$ cat src/rtl/gpio_edge_irq_pkg.sv
package gpio_edge_irq_pkg;
  localparam int BYTE_W = 8;

  typedef enum logic [1:0] {
    SENSE_OFF  = 2'b00,
    SENSE_RISE = 2'b01,
    SENSE_FALL = 2'b10,
    SENSE_BOTH = 2'b11
  } sense_e;

  function automatic int bytes_for(input int bits);
    return (bits + BYTE_W - 1) / BYTE_W;
  endfunction
endpackage

$ cat src/rtl/gpio_edge_irq_sync.sv
module gpio_edge_irq_sync #(
  parameter int W      = 16,
  parameter int STAGES = 2
) (
  input  logic         clk_i,
  input  logic         rst_ni,
  input  logic [W-1:0] d_i,
  output logic [W-1:0] q_o
);
  logic [W-1:0] chain_q [STAGES];

  for (genvar s = 0; s < STAGES; s++) begin : g_stage
    if (s == 0) begin : g_first
      always_ff @(posedge clk_i or negedge rst_ni)
        if (!rst_ni) chain_q[s] <= '0;
        else         chain_q[s] <= d_i;
    end else begin : g_next
      always_ff @(posedge clk_i or negedge rst_ni)
        if (!rst_ni) chain_q[s] <= '0;
        else         chain_q[s] <= chain_q[s-1];
    end
  end

  assign q_o = chain_q[STAGES-1];
endmodule

$ cat src/rtl/gpio_edge_irq_edge.sv
module gpio_edge_irq_edge import gpio_edge_irq_pkg::*; #(
  parameter int W = 16
) (
  input  logic           clk_i,
  input  logic           rst_ni,
  input  logic [W-1:0]   lvl_i,
  input  logic [2*W-1:0] sense_i,
  output logic [W-1:0]   hit_o
);
  logic [W-1:0] prev_q;

  always_ff @(posedge clk_i or negedge rst_ni)
    if (!rst_ni) prev_q <= '0;
    else         prev_q <= lvl_i;

  for (genvar p = 0; p < W; p++) begin : g_pin
    sense_e code;
    logic   rise, fall, rise_en, fall_en;
    assign code    = sense_e'(sense_i[2*p +: 2]);
    assign rise    = lvl_i[p] & ~prev_q[p];
    assign fall    = ~lvl_i[p] & prev_q[p];
    assign rise_en = (code == SENSE_RISE) || (code == SENSE_BOTH);
    assign fall_en = (code == SENSE_FALL) || (code == SENSE_BOTH);
    assign hit_o[p] = (rise & rise_en) | (fall & fall_en);
  end
endmodule

$ cat src/rtl/gpio_edge_irq_regs.sv
module gpio_edge_irq_regs import gpio_edge_irq_pkg::*; #(
  parameter int W      = 16,
  parameter int ADDR_W = 4
) (
  input  logic              clk_i,
  input  logic              rst_ni,
  input  logic              wr_i,
  input  logic              rd_i,
  input  logic [ADDR_W-1:0] addr_i,
  input  logic [BYTE_W-1:0] wdata_i,
  input  logic [W-1:0]      src_i,
  output logic [W-1:0]      mask_o,
  output logic [2*W-1:0]    sense_o,
  output logic [W-1:0]      src_clr_o,
  output logic [BYTE_W-1:0] rdata_o
);
  localparam int NB         = bytes_for(W);
  localparam int SB         = bytes_for(2 * W);
  localparam int MASK_BASE  = 0;
  localparam int SRC_BASE   = MASK_BASE + NB;
  localparam int SENSE_BASE = SRC_BASE + NB;
  localparam int CTRL_ADDR  = SENSE_BASE + SB;

  logic [W-1:0]      mask_q;
  logic [2*W-1:0]    sense_q;
  logic              hold_q;
  logic [BYTE_W-1:0] rdata_q;
  logic [BYTE_W-1:0] rd_val;

  // byte k of a region holds the most significant remaining slice
  always_comb begin
    rd_val = '0;
    for (int k = 0; k < NB; k++) begin
      if (addr_i == ADDR_W'(MASK_BASE + k)) rd_val = mask_q[(NB-1-k)*BYTE_W +: BYTE_W];
      if (addr_i == ADDR_W'(SRC_BASE + k))  rd_val = src_i[(NB-1-k)*BYTE_W +: BYTE_W];
    end
    for (int k = 0; k < SB; k++)
      if (addr_i == ADDR_W'(SENSE_BASE + k)) rd_val = sense_q[(SB-1-k)*BYTE_W +: BYTE_W];
    if (addr_i == ADDR_W'(CTRL_ADDR)) rd_val = {{(BYTE_W-1){1'b0}}, hold_q};
  end

  always_comb begin
    src_clr_o = '0;
    for (int k = 0; k < NB; k++) begin
      if (addr_i == ADDR_W'(SRC_BASE + k)) begin
        if (wr_i)                 src_clr_o[(NB-1-k)*BYTE_W +: BYTE_W] = wdata_i;
        else if (rd_i && !hold_q) src_clr_o[(NB-1-k)*BYTE_W +: BYTE_W] = '1;
      end
    end
  end

  always_ff @(posedge clk_i or negedge rst_ni) begin
    if (!rst_ni) begin
      mask_q  <= '1;
      sense_q <= '0;
      hold_q  <= 1'b0;
      rdata_q <= '0;
    end else begin
      if (wr_i) begin
        for (int k = 0; k < NB; k++)
          if (addr_i == ADDR_W'(MASK_BASE + k)) mask_q[(NB-1-k)*BYTE_W +: BYTE_W] <= wdata_i;
        for (int k = 0; k < SB; k++)
          if (addr_i == ADDR_W'(SENSE_BASE + k)) sense_q[(SB-1-k)*BYTE_W +: BYTE_W] <= wdata_i;
        if (addr_i == ADDR_W'(CTRL_ADDR)) hold_q <= wdata_i[0];
      end
      if (rd_i) rdata_q <= rd_val;
    end
  end

  assign mask_o  = mask_q;
  assign sense_o = sense_q;
  assign rdata_o = rdata_q;
endmodule

$ cat src/rtl/gpio_edge_irq_src.sv
module gpio_edge_irq_src #(
  parameter int W = 16
) (
  input  logic         clk_i,
  input  logic         rst_ni,
  input  logic [W-1:0] hit_i,
  input  logic [W-1:0] clr_i,
  input  logic [W-1:0] mask_i,
  output logic [W-1:0] src_o,
  output logic         irq_no
);
  logic [W-1:0] src_q;

  // a fresh edge beats a same-cycle clear
  always_ff @(posedge clk_i or negedge rst_ni)
    if (!rst_ni) src_q <= '0;
    else         src_q <= (src_q & ~clr_i) | hit_i;

  assign src_o  = src_q;
  assign irq_no = ~|(src_q & ~mask_i);
endmodule

$ cat src/rtl/gpio_edge_irq.sv
module gpio_edge_irq import gpio_edge_irq_pkg::*; #(
  parameter  int NUM_PINS    = 16,
  parameter  int SYNC_STAGES = 2,
  localparam int MAP_SIZE    = 2 * bytes_for(NUM_PINS) + bytes_for(2 * NUM_PINS) + 1,
  localparam int ADDR_W      = $clog2(MAP_SIZE)
) (
  input  logic                clk_i,
  input  logic                rst_ni,
  input  logic [NUM_PINS-1:0] gpio_i,
  input  logic                reg_wr_i,
  input  logic                reg_rd_i,
  input  logic [ADDR_W-1:0]   reg_addr_i,
  input  logic [BYTE_W-1:0]   reg_wdata_i,
  output logic [BYTE_W-1:0]   reg_rdata_o,
  output logic                irq_no
);
  logic [NUM_PINS-1:0]   lvl_sync;
  logic [NUM_PINS-1:0]   edge_hit;
  logic [NUM_PINS-1:0]   src_q;
  logic [NUM_PINS-1:0]   mask_q;
  logic [NUM_PINS-1:0]   src_clr;
  logic [2*NUM_PINS-1:0] sense_q;

  gpio_edge_irq_sync #(.W(NUM_PINS), .STAGES(SYNC_STAGES)) u_sync (
    .clk_i (clk_i),
    .rst_ni(rst_ni),
    .d_i   (gpio_i),
    .q_o   (lvl_sync)
  );

  gpio_edge_irq_edge #(.W(NUM_PINS)) u_edge (
    .clk_i  (clk_i),
    .rst_ni (rst_ni),
    .lvl_i  (lvl_sync),
    .sense_i(sense_q),
    .hit_o  (edge_hit)
  );

  gpio_edge_irq_regs #(.W(NUM_PINS), .ADDR_W(ADDR_W)) u_regs (
    .clk_i    (clk_i),
    .rst_ni   (rst_ni),
    .wr_i     (reg_wr_i),
    .rd_i     (reg_rd_i),
    .addr_i   (reg_addr_i),
    .wdata_i  (reg_wdata_i),
    .src_i    (src_q),
    .mask_o   (mask_q),
    .sense_o  (sense_q),
    .src_clr_o(src_clr),
    .rdata_o  (reg_rdata_o)
  );

  gpio_edge_irq_src #(.W(NUM_PINS)) u_src (
    .clk_i (clk_i),
    .rst_ni(rst_ni),
    .hit_i (edge_hit),
    .clr_i (src_clr),
    .mask_i(mask_q),
    .src_o (src_q),
    .irq_no(irq_no)
  );
endmodule

$ cat config.mk
export PLATFORM = sky130hd
export DESIGN_NAME = gpio_edge_irq
export DESIGN_NICKNAME = d
export VERILOG_FILES = /design/src/rtl/gpio_edge_irq_pkg.sv /design/src/rtl/gpio_edge_irq_sync.sv /design/src/rtl/gpio_edge_irq_edge.sv /design/src/rtl/gpio_edge_irq_regs.sv /design/src/rtl/gpio_edge_irq_src.sv /design/src/rtl/gpio_edge_irq.sv
export SDC_FILE = /design/constraint.sdc
export NUM_CORES = 1
export LEC_CHECK = 0
export CAP_MARGIN = 15
export CORE_MARGIN = 5
export CORE_UTILIZATION = 35
export DETAILED_ROUTE_END_ITERATION = 10
export DONT_BUFFER_PORTS = 1
export PLACE_DENSITY = 0.54
export SLEW_MARGIN = 15
export SYNTH_ARGS = -nofsm -noshare
export SYNTH_HDL_FRONTEND = slang
export SYNTH_HIERARCHICAL = 1
export SYNTH_SLANG_ARGS = --single-unit
$ cat constraint.sdc
create_clock -name clk_i -period 1.35 [get_ports clk_i]
set_input_delay 0.0675 -clock clk_i [delete_from_list [all_inputs] [get_ports clk_i]]
set_output_delay 0.0675 -clock clk_i [all_outputs]
set_load 0.005 [all_outputs]
== After elaboration in Yosys (flattened, before gate mapping) ==
Index checks and enable logic that the tools add are counted.
W data, S select, Z words.
Storage, ports and cells
  word-level logic and storage cells: 242
  output and inout port bits: 9
  bits of input ports: 32
  flip-flop bits (word level): 121
Operators by class
  bitwise logic cells: 117
  reductions and logical operators: 44
  equal/unequal tests: 56
  multiplexer cells: 13
Operator list (count)
  $mux W8: 13
  $and A1 B1 Y1: 64
  $eq A2 B2 Y1 const B: 32
  $and A16 B16 Y16: 2
  $eq A2 B1 Y1 const B: 16
  $logic_or A1 B1 Y1: 32
  $not A1 Y1: 32
  $not A16 Y16: 2
  $eq A4 B3 Y1 const B: 4
  $or A1 B1 Y1: 16
  $or A16 B16 Y16: 1
  $reduce_or A16 Y1: 1
  $reduce_and A2 Y1: 7
  $eq A4 B2 Y1 const B: 2
  $eq A4 B1 Y1 const B: 1
  $eq A4 B4 Y1 const B: 1
  $logic_not A4 Y1: 1
  $logic_not A1 Y1: 2
  $logic_and A1 B1 Y1: 1

== Depth between registers and ports, before layout ==
Gate-level depths: netlist of run 1.
  word-level depth: 10
  gate-level depth with buffers: 7

== Modules after synthesis ==
Netlist of run 1, hierarchy kept.
By module, submodules not included
  gpio_edge_irq_regs: area an instance 2987.9 µm², instances 1, cells an instance 261, sequential area each 1446.4 µm²
  gpio_edge_irq_sync: area an instance 920.9 µm², instances 1, cells an instance 48, sequential area each 800.8 µm²
  gpio_edge_irq_edge: area an instance 720.7 µm², instances 1, cells an instance 64, sequential area each 400.4 µm²
  gpio_edge_irq_src: area an instance 710.7 µm², instances 1, cells an instance 65, sequential area each 400.4 µm²

== Worst setup path after synthesis of run 1 ==
No wires, ideal clock.
  path kind: input to register
  start point: input port reg_rd_i
  end point: register u_src.src_q[7] (netlist: u_src/src_o[7])
  setup slack: 0.123 ns
  stages on the path: 7
  arrival time: 1.109 ns
  cells stage by stage: clkbuf_1 -> nor2b_1 -> o21a_1 -> nand3_1 -> nor2_1 -> inv_1 -> a21o_1
On the way
  word-level cells in the longest chain between the ends: 7
RTL lines
  start, declared: RTL line gpio_edge_irq.sv:11  | input logic reg_rd_i,
  $logic_and A1 B1 Y1: RTL line gpio_edge_irq_regs.sv:47  | else if (rd_i && !hold_q) src_clr_o[(NB-1-k)*BYTE_W +: BYTE_W] = '1;
  $mux W8: RTL line gpio_edge_irq_regs.sv:47
  $mux W8: RTL line gpio_edge_irq_regs.sv:46  | if (wr_i) src_clr_o[(NB-1-k)*BYTE_W +: BYTE_W] = wdata_i;
  $mux W8: RTL line gpio_edge_irq_regs.sv:45  | if (addr_i == ADDR_W'(SRC_BASE + k)) begin
  via src_clr[7]: RTL line gpio_edge_irq.sv:21  | logic [NUM_PINS-1:0] src_clr;
  $not A16 Y16: RTL line gpio_edge_irq_src.sv:17  | else src_q <= (src_q & ~clr_i) | hit_i;
  $and A16 B16 Y16: RTL line gpio_edge_irq_src.sv:17
  $or A16 B16 Y16: RTL line gpio_edge_irq_src.sv:17
  end signal, assigned: RTL line gpio_edge_irq_src.sv:17
  end, declared: RTL line gpio_edge_irq_src.sv:12  | logic [W-1:0] src_q;
The timed path passes the listed nets, and every way through them passes these cells.
A chain may end at the register's enable or synchronous reset.

== Worst setup path after layout of run 1 ==
  start point: register u_regs.mask_q[3] (netlist: u_regs/mask_o[3])
  end point: output port irq_no
On the way
  word-level cells in the longest chain between the ends: 4
RTL lines
  start, declared: RTL line gpio_edge_irq_regs.sv:24  | logic [W-1:0] mask_q;
  start signal, assigned by index: RTL line gpio_edge_irq_regs.sv:61  | if (addr_i == ADDR_W'(MASK_BASE + k)) mask_q[(NB-1-k)*BYTE_W +: BYTE_W] <= wdata_i;
  $not A16 Y16: RTL line gpio_edge_irq_src.sv:20  | assign irq_no = ~|(src_q & ~mask_i);
  $and A16 B16 Y16: RTL line gpio_edge_irq_src.sv:20
  $reduce_or A16 Y1: RTL line gpio_edge_irq_src.sv:20
  $logic_not A1 Y1: RTL line gpio_edge_irq_src.sv:20
  end, declared: RTL line gpio_edge_irq.sv:15  | output logic irq_no
Every way passes these cells.

==> metrics.txt, run 1 <==
Final Hold Viols=121; GRT Total Usage=16.2%; Final Wtd Congestion=0.820; Core Region=15100 µm²; Internal=8.06 mW; Comb power frac=12.6%; commonest non-fill, non-tap cell in the layout=dfrtp_1; Num CTS Buffers=17; Placement Setup Slack=-115 ps; Non-Filler Instances=690; DP Wirelength=8.76 mm; r2r setup slk=-40 ps; switch share=25.1%; Final Max Slew Viols=0; status=complete, but fails checks; setup TNS=-554 ps; peak supply drop=0.00109 V; Mapped Avg Cell Area=12.2 µm²; WS Path Type=flop to output port; Worst Path Max Fanout=2; Port Buf Inserts=0; Worst-Skew Late Latency=410 ps; Die Wd=134 µm; antenna diode count=0; largest net degree at the start of global routing=122; Final Cell Area=6760 µm²; placed insts=624; P per Cell Area=1590 nW/µm²; Worst EP required=1280 ps; headroom to the max-slew limit=70.1%; most frequent cells in the layout=dfrtp_1 (104), mux2_2 (47), dlygate4sd3_1 (31); Layout Skew=6.70 ps; yosys warns=6; fin crit share=129%; Total Routed Length=13.7 mm; syn_nets=470; DRC violations left=0; register area share after synthesis=57.1%; routed length per instance=19.9 µm; mapped cell area=5340 µm²; Post-synth EDFFs=0; CP Launch Type=flop; Worst EP arrival=1680 ps; area grow syn2layout=26.5%; Die Y-Extent=134 µm; fill cell count=1380; worst hold slack=-647 ps; Achievable Freq=0.574 GHz; Psw=2.70 mW; clock share of power=43.7%; clk buf depth=2; Vias=3608; CTS tree=yes; antenna violations before repair=0; unrepaired setup endpoints after global routing=yes; worst-margin pin slew=448 ps; Initial Util=35.4%; Cell variety after synth=47; Final Critical Period=1740 ps; Top Ports=41; Hold Path Class=input port to async pin; NumNets Final=521; global-route wire length before repair=21.6 mm; DP Area=5590 µm²; Crit. End Element=output port; Cells after Synth=438; layout cell share with drive strength beyond 1=36.3%; Pleak=2.83 nW; Routed Antenna Nets=0; CTS Sinks=121; Die ar.=17800 µm²; row count=45; vias in the first global route=3699; root buffer cell=clkbuf_16; # setup viols final=7; dominant synthesized flop cell=dfrtp_1; Hold-fix buffers, CTS=32; Overflow after GRT=0; violated checks=negative hold slack, negative setup slack; CTS H-Tree Depth=4; Max Cap Viol=0; Starting DRT DRC Count=204; Yosys reg bits=121; Worst Slack Setup Final=-393 ps; clk slew on worst S/H paths=60 ps; sequential power share=43.7%; vias per cell=5.23; asr flop ratio synth=100%; first drt pass iteration count=4
[what timing repair did]
item / CTS / global route
setup endpoints to repair: 12 / 22
hold endpoints to repair: 204 / 121
gates resized for setup: 6 / 45
pin swaps: 2 / 30
setup buffers: 0 / 2
[worst paths after layout]
path	startpoint	endpoint	depth (start not counted)
setup reg to reg	u_regs/hold_q	u_src/src_o[6]	7
min in group clk_i	reg_addr_i[3]	u_regs/hold_q	3
hold reg to reg	u_sync/chain_q[27]	u_sync/q_o[11]	0
max in group asynchronous	rst_ni	u_regs/mask_o[12]	0
setup / recovery	u_regs/mask_o[3]	irq_no	4
hold / removal	rst_ni	u_regs/sense_o[6]	0
[routing by layer]
| layer | share of wire [%] | GRT usage, % | up-vias | wire length [µm] |
|---|---|---|---|---|
| li1 | - | - | 1632 | - |
| met1 | 44 | 21.3 | 1849 | 6030 |
| met2 | 47 | 24.8 | 102 | 6450 |
| met3 | 6.0 | 4.95 | 25 | 818 |
| met4 | 3.1 | 6.86 | 0 | 426 |
| met5 | 0 | 0 | - | 0 |
[synthesized netlist by cell type, types with 2 or more instances]
cell type	instances	share of area, %
nor2_1	40	2.8
buf_6	5	1.1
nand3b_1	17	2.4
o2bb2ai_1	6	0.98
mux2i_1	8	1.5
o21ai_0	2	0.19
nand3_1	3	0.28
nand2b_1	15	1.8
nand2_1	23	1.6
dfrtp_1	105	49
nor2_4	2	0.42
o21ai_2	16	2.6
a21oi_1	9	0.84
o2111ai_1	4	0.66
o32ai_1	12	2.0
buf_4	17	2.4
mux2_1	2	0.42
o21bai_1	4	0.56
or2b_1	6	0.84
inv_1	23	1.6
a21o_1	12	1.7
dfstp_2	16	7.9
mux2_2	47	9.9
buf_2	4	0.37
clkbuf_1	3	0.21
a31oi_1	6	0.70
nor2b_1	11	1.3
[power by group through the flow]
stage / Sequential (mW) / Clock [mW] / Combinational, mW
floorplan: 4.57 / 0 / 0.968
global placement: 4.72 / 0 / 1.12
detailed placement: 4.75 / 0 / 1.15
CTS: 4.69 / 4.85 / 1.29
global route: 4.77 / 5.01 / 1.48
finish: 4.70 / 4.71 / 1.35
[cell type report]
| class | count | area [µm²] | share of cell area [%] |
|---|---|---|---|
| inverters | 24 | 90.1 | 1.33 |
| repair buffers | 62 | 604 | 8.95 |
| flip-flops and latches | 121 | 3050 | 45.1 |
| well taps | 188 | 235 | 3.48 |
| multi-input cells | 263 | 2150 | 31.9 |
| clock inverters | 13 | 169 | 2.50 |
| clock buffers | 19 | 453 | 6.70 |
[registers in the layout, indices dropped and copies added (netlist names)]
name and count:
u_edge/prev_q 16, u_regs/mask_o 16, u_regs/rdata_o 8, u_sync/q_o 16
u_regs/sense_o 32, u_sync/chain_q 16, u_regs/hold_q 1, u_src/src_o 16
[critical path: stages, from the launching register on]
cell	delay (ps)
dfstp_2	530
nand2b_4	110
o2111ai_2	160
nor4_4	320
buf_4	160
[through the flow]
| step | power, mW | util [%] |
|---|---|---|
| after floorplan | 5.54 | - |
| after global placement | 5.84 | 37.0 |
| after detailed placement | 5.90 | 37.0 |
| after CTS | 10.8 | 43.5 |
| after global routing | 11.3 | 44.8 |
| final | 10.8 | 44.8 |
[logic make-up (layout without fill, tap and decap cells)]
group / count (synthesis) / in the layout / share of synthesized area [%]
buffers and inverters: 54 / 118 / 5.81
DFF: 121 / 121 / 57.1
muxes: 58 / 58 / 12.3
AOI/OAI and AO/OA: 78 / 78 / 11.2
and+or+nand+nor: 127 / 127 / 13.7
No activity file was read; power rests on OpenSTA's default activity.
==> inputs of run 2 (changes only) <==
--- a/config.mk
+++ b/config.mk
@@ -10,7 +10,7 @@
 export CORE_UTILIZATION = 35
 export DETAILED_ROUTE_END_ITERATION = 10
 export DONT_BUFFER_PORTS = 1
-export PLACE_DENSITY = 0.54
+export PLACE_DENSITY_LB_ADDON = 0.08
 export SLEW_MARGIN = 15
 export SYNTH_ARGS = -nofsm -noshare
 export SYNTH_HDL_FRONTEND = slang
==> constraint.sdc (replaced) <==
create_clock -name clk_i -period 1.35 [get_ports clk_i]
set_input_delay 0.0675 -clock clk_i [delete_from_list [all_inputs] [get_ports clk_i]]
set_output_delay 0.0675 -clock clk_i [all_outputs]
set_load 0.02 [all_outputs]
==> metrics.txt, run 2 (synthesis gave the netlist of run 1 again) <==
status=complete, but fails checks; violated checks=negative hold slack, negative setup slack; CP Launch Type=flop; fin crit share=133%; Port Buf Inserts=0; Num CTS Buffers=17; first drt pass iteration count=4; vias in the first global route=3623; Worst EP arrival=1720 ps; CTS tree=yes; max reg flops=32; Top Ports=41; area grow syn2layout=27.6%; root buffer cell=clkbuf_16; largest net degree at the start of global routing=122; Total Routed Length=14.5 mm; Vias=3507; commonest non-fill, non-tap cell in the layout=dfrtp_1; headroom to the max-slew limit=65.9%; Pleak=2.84 nW; Critical R2R Capture=u_src/src_o[6]; antenna violations before repair=0; Worst Setup SP=u_regs/mask_o[3]; final core occ=45.2%; Worst-Skew Late Latency=420 ps; Achievable Freq=0.558 GHz; DRC violations left=0; worst hold slack=-658 ps; critical path cell sequence=nand2b_4, o2111ai_4, nor4_4, buf_4; R2R Path Start=u_regs/hold_q; Worst Slack Setup Final=-442 ps; Layout Skew=4.14 ps; CTS H-Tree Depth=4; Die ar.=17800 µm²; Final Max Slew Viols=0; clk slew on worst S/H paths=60 ps; routed length per instance=21.0 µm; Hold Path Class=input port to async pin; worst-margin pin slew=512 ps; Final Hold Viols=122; DP Wirelength=9.25 mm; fill cell count=1415; CTS Sinks=121; crit path max-delay cell type=dfstp_2; Hold-fix buffers, CTS=30; peak supply drop=0.000889 V; R2R depth=7; clk buf depth=2; Final Wtd Congestion=0.773; layout cell share with drive strength beyond 1=39.1%; DP Area=5650 µm²; Die Y-Extent=134 µm; antenna diode count=0; global-route wire length before repair=22.5 mm; r2r setup slk=-80 ps; row count=45; Max Cap Viol=0; Crit. End Element=output port; Initial Util=35.4%; Final Critical Period=1790 ps; GRT Total Usage=17.2%; unrepaired setup endpoints after global routing=yes; Worst Path Max Fanout=3; NumNets Final=523; WS Path Type=flop to output port; Overflow after GRT=0; Die Wd=134 µm; vias per cell=5.07; Core Region=15100 µm²; Worst EP required=1280 ps; # setup viols final=15; P per Cell Area=1570 nW/µm²; Routed Antenna Nets=0; Starting DRT DRC Count=203; most frequent cells in the layout=dfrtp_1 (105), mux2_2 (47), dlygate4sd3_1 (29); worst setup path end=irq_no; slowest stage delay, CP=540 ps; Final Cell Area=6820 µm²
run 2: cell types whose count changed in the layout (fill, tap and decap cells not counted), moves of 2 or more:
cell	change
buf_12	+2
buf_4	+3
buf_6	-2
clkbuf_8	-2
dlygate4sd3_1	-2
inv_1	-5
inv_2	+5
inv_6	+4
nor2_2	-3
nor2_4	+4
o32ai_1	-4
o32ai_2	+4
run 2: worst min-delay path by stage:
stage,from,endpoint,slack [ps]
final,rst_ni,u_regs/sense_o[0],-660
after detailed placement,rst_ni,u_regs/sense_o[0],-220
after floorplan,rst_ni,u_edge/prev_q[0],-230
after CTS,rst_ni,u_regs/sense_o[0],-680
after global placement,rst_ni,u_edge/prev_q[0],-220
after global routing,rst_ni,u_edge/prev_q[7],-680
run 2: metrics by stage:
stage	setup slack [ps]	hold WS (ps)	instances	total power, mW	setup TNS (ps)
final	-442	-658	692	10.7	-1080
after global routing	-545	-680	692	11.2	-1820
after CTS	-536	-676	691	10.7	-1010
after detailed placement	-113	-224	629	6.00	-1240
after global placement	-121	-225	629	5.95	-1360
after floorplan	29.7	-228	438	5.58	0
run 2: final cells by class:
cell class	instances	area (µm²)	share of cell area, %
inverters	24	90.1	1.32
clock inverters	15	166	2.44
well taps	188	235	3.45
multi-input cells	263	2210	32.5
clock buffers	17	425	6.24
repair buffers	64	639	9.38
flip-flops and latches	121	3050	44.7
run 2: what timing repair did:
| item | 4_1_cts | 5_1_grt |
|---|---|---|
| endpoints found under the setup margin | 16 | 22 |
| resized for setup | 20 | 45 |
| buffers inserted | 0 | 1 |
| endpoints found under the hold margin | 205 | 121 |
| pin swaps | 23 | 18 |
run 2: metal layers:
metal / up-vias / track usage [%] / share of wire, %
li1: 1640 / - / -
met1: 1792 / 23.5 / 47
met2: 62 / 26.1 / 47
met3: 13 / 5.29 / 4.7
met4: 0 / 5.77 / 1.4
met5: - / 0 / 0
run 2: worst max-delay path, delay by kind of cell (launching register included):
family | cells | cell delay [ps]
DFF | 1 | 540
and+or+nand+nor | 2 | 440
buffers and inverters | 1 | 180
AOI/OAI and AO/OA | 1 | 140
run 2: where the power goes:
part / internal [mW] / total (mW) / switching, mW
combinational: 0.836 / 1.47 / 0.630
clock: 2.75 / 4.53 / 1.78
sequential: 4.26 / 4.73 / 0.472
==> inputs of run 3 (changes only) <==
--- a/config.mk
+++ b/config.mk
@@ -6,8 +6,9 @@
 export NUM_CORES = 1
 export LEC_CHECK = 0
 export CAP_MARGIN = 15
+export CORE_ASPECT_RATIO = 0.75
 export CORE_MARGIN = 5
-export CORE_UTILIZATION = 35
+export CORE_UTILIZATION = 60
 export DETAILED_ROUTE_END_ITERATION = 10
 export DONT_BUFFER_PORTS = 1
 export PLACE_DENSITY_LB_ADDON = 0.08
==> metrics.txt, run 3 (synthesis gave the netlist of run 1 again) <==
status=complete, but fails checks; violated checks=negative hold slack, negative setup slack; area grow syn2layout=24.1%; Max Cap Viol=0; crit path max-delay cell type=dfstp_2; Die Y-Extent=91.7 µm; vias in the first global route=3727; met1 Usage GRT=34.5%; FF/Latch Area=3050 µm²; Routed Antenna Nets=0; Final Max Slew Viols=0; Die Wd=119 µm; Worst Slack Setup Final=-381 ps; Most Used Layer, Global Route=met2; Port Buf Inserts=0; CTS tree=yes; Worst Setup SP=u_regs/mask_o[15]; R2R Path Start=u_regs/hold_q; unrepaired setup endpoints after global routing=yes; Pleak=2.83 nW; Hold Path Class=input port to async pin; Total Routed Length=13.0 mm; root buffer cell=clkbuf_16; max reg flops=32; Crit. End Element=output port; Initial Util=62.4%; WS Path Type=flop to output port; row count=29; Worst EP required=1280 ps; Final Hold Viols=121; Overflow after GRT=0; Worst-Skew Late Latency=410 ps; worst-margin pin slew=474 ps; first drt pass iteration count=6; Worst Path Max Fanout=2; commonest non-fill, non-tap cell in the layout=dfrtp_1; Core Region=8560 µm²; GRT Total Usage=25.0%; routed length per instance=21.3 µm; Num CTS Buffers=17; # setup viols final=7; placed insts=542; P per Cell Area=1680 nW/µm²; WP depth=4; Buf/Inv on CP=1; clk slew on worst S/H paths=50 ps; clk buf depth=2; met2 usage=39.2%; DRC violations left=0; most frequent cells in the layout=dfrtp_1 (105), mux2_2 (47), dlygate4sd3_1 (31); Top Ports=41; global-route wire length before repair=20.5 mm; grt met3 use=6.15%; R2R depth=7; fin crit share=128%; DP Wirelength=8.14 mm; CTS H-Tree Depth=4; headroom to the max-slew limit=68.4%; Hold-fix buffers, CTS=31; Layout Skew=9.27 ps; worst hold slack=-647 ps; CTS Sinks=121; Die ar.=10900 µm²; layout cell share with drive strength beyond 1=34.9%; Vias=3623; antenna violations before repair=2; largest net degree at the start of global routing=122; Final Wtd Congestion=0.911; Critical R2R Capture=u_src/src_o[5]; Starting DRT DRC Count=350; NumNets Final=519; vias per cell=5.95; peak supply drop=0.00115 V; Non-Filler Instances=609; fill cell count=548; critical path's top delay family=flip-flops; area of the multi-input gates=2130 µm²; Final Critical Period=1730 ps; CP Launch Type=flop; Achievable Freq=0.578 GHz; r2r setup slk=-80 ps; final core occ=77.4%; critical path cell sequence=nand2b_4, o2111ai_2, nor4_2, buf_4; slowest stage delay, CP=530 ps; Worst EP arrival=1660 ps
run 3: changes by cell type in the layout (fill, tap and decap cells not counted), sizes merged, moves of 2 or more:
cell,delta
bufinv,+3
buf,-5
clkinvlp,-2
clkinv,-3
inv,-6
clkbuf,+7
diode,+2
dlygate4sd3,+2
run 3: repair_timing:
item	CTS	global route
pin swaps	3	22
endpoints found under the setup margin	8	19
setup buffers	2	1
resized for setup	2	39
endpoints found under the hold margin	200	121
run 3: through the flow:
stage / TNS (ps) / instance area [µm²] / power, mW / worst slack (ps)
4_1_cts: -430 / 6460 / 11.1 / -416
6_report: -799 / 6630 / 11.2 / -381
5_1_grt: -1270 / 6630 / 11.6 / -498
3_5_place_dp: -538 / 5480 / 5.98 / -59.0
3_3_place_gp: -260 / 5480 / 5.92 / -63.1
2_1_floorplan: 0 / 5340 / 5.58 / 29.7
run 3: cell type report:
class	instances	area share [%]
Clock buffer	24	7.42
Tap cell	108	2.04
Clock inverter	7	2.45
Inverter	24	1.36
Timing Repair Buffer	60	8.59
Multi-Input combinational cell	263	32.1
Sequential cell	121	46.0
Antenna cell	2	0.0755
run 3: layer usage:
metal	vias to the layer above	part of all wire, %	wire (µm)
li1	1616	-	-
met1	1882	45	5850
met2	114	48	6260
met3	11	5.4	698
met4	0	1.2	154
met5	-	0	0
run 3: power by group:
group / internal (mW) / total (mW) / switching [mW]
Clock: 3.46 / 4.99 / 1.53
Combinational: 0.834 / 1.43 / 0.599
Sequential: 4.26 / 4.75 / 0.485
Total: 8.55 / 11.2 / 2.61
run 3: worst max path at each step:
stage	end
5_1_grt	irq_no
6_report	irq_no
3_3_place_gp	irq_no
2_1_floorplan	irq_no
3_5_place_dp	u_regs/rdata_o[3]
4_1_cts	irq_no
run 3: worst reg2reg max path: cells and delay by family (launching register included):
kind                   cells  cell delay [ps]
and+or+nand+nor            3              350
DFF                        1              370
AOI/OAI and AO/OA          2              400
buffers and inverters      2              200
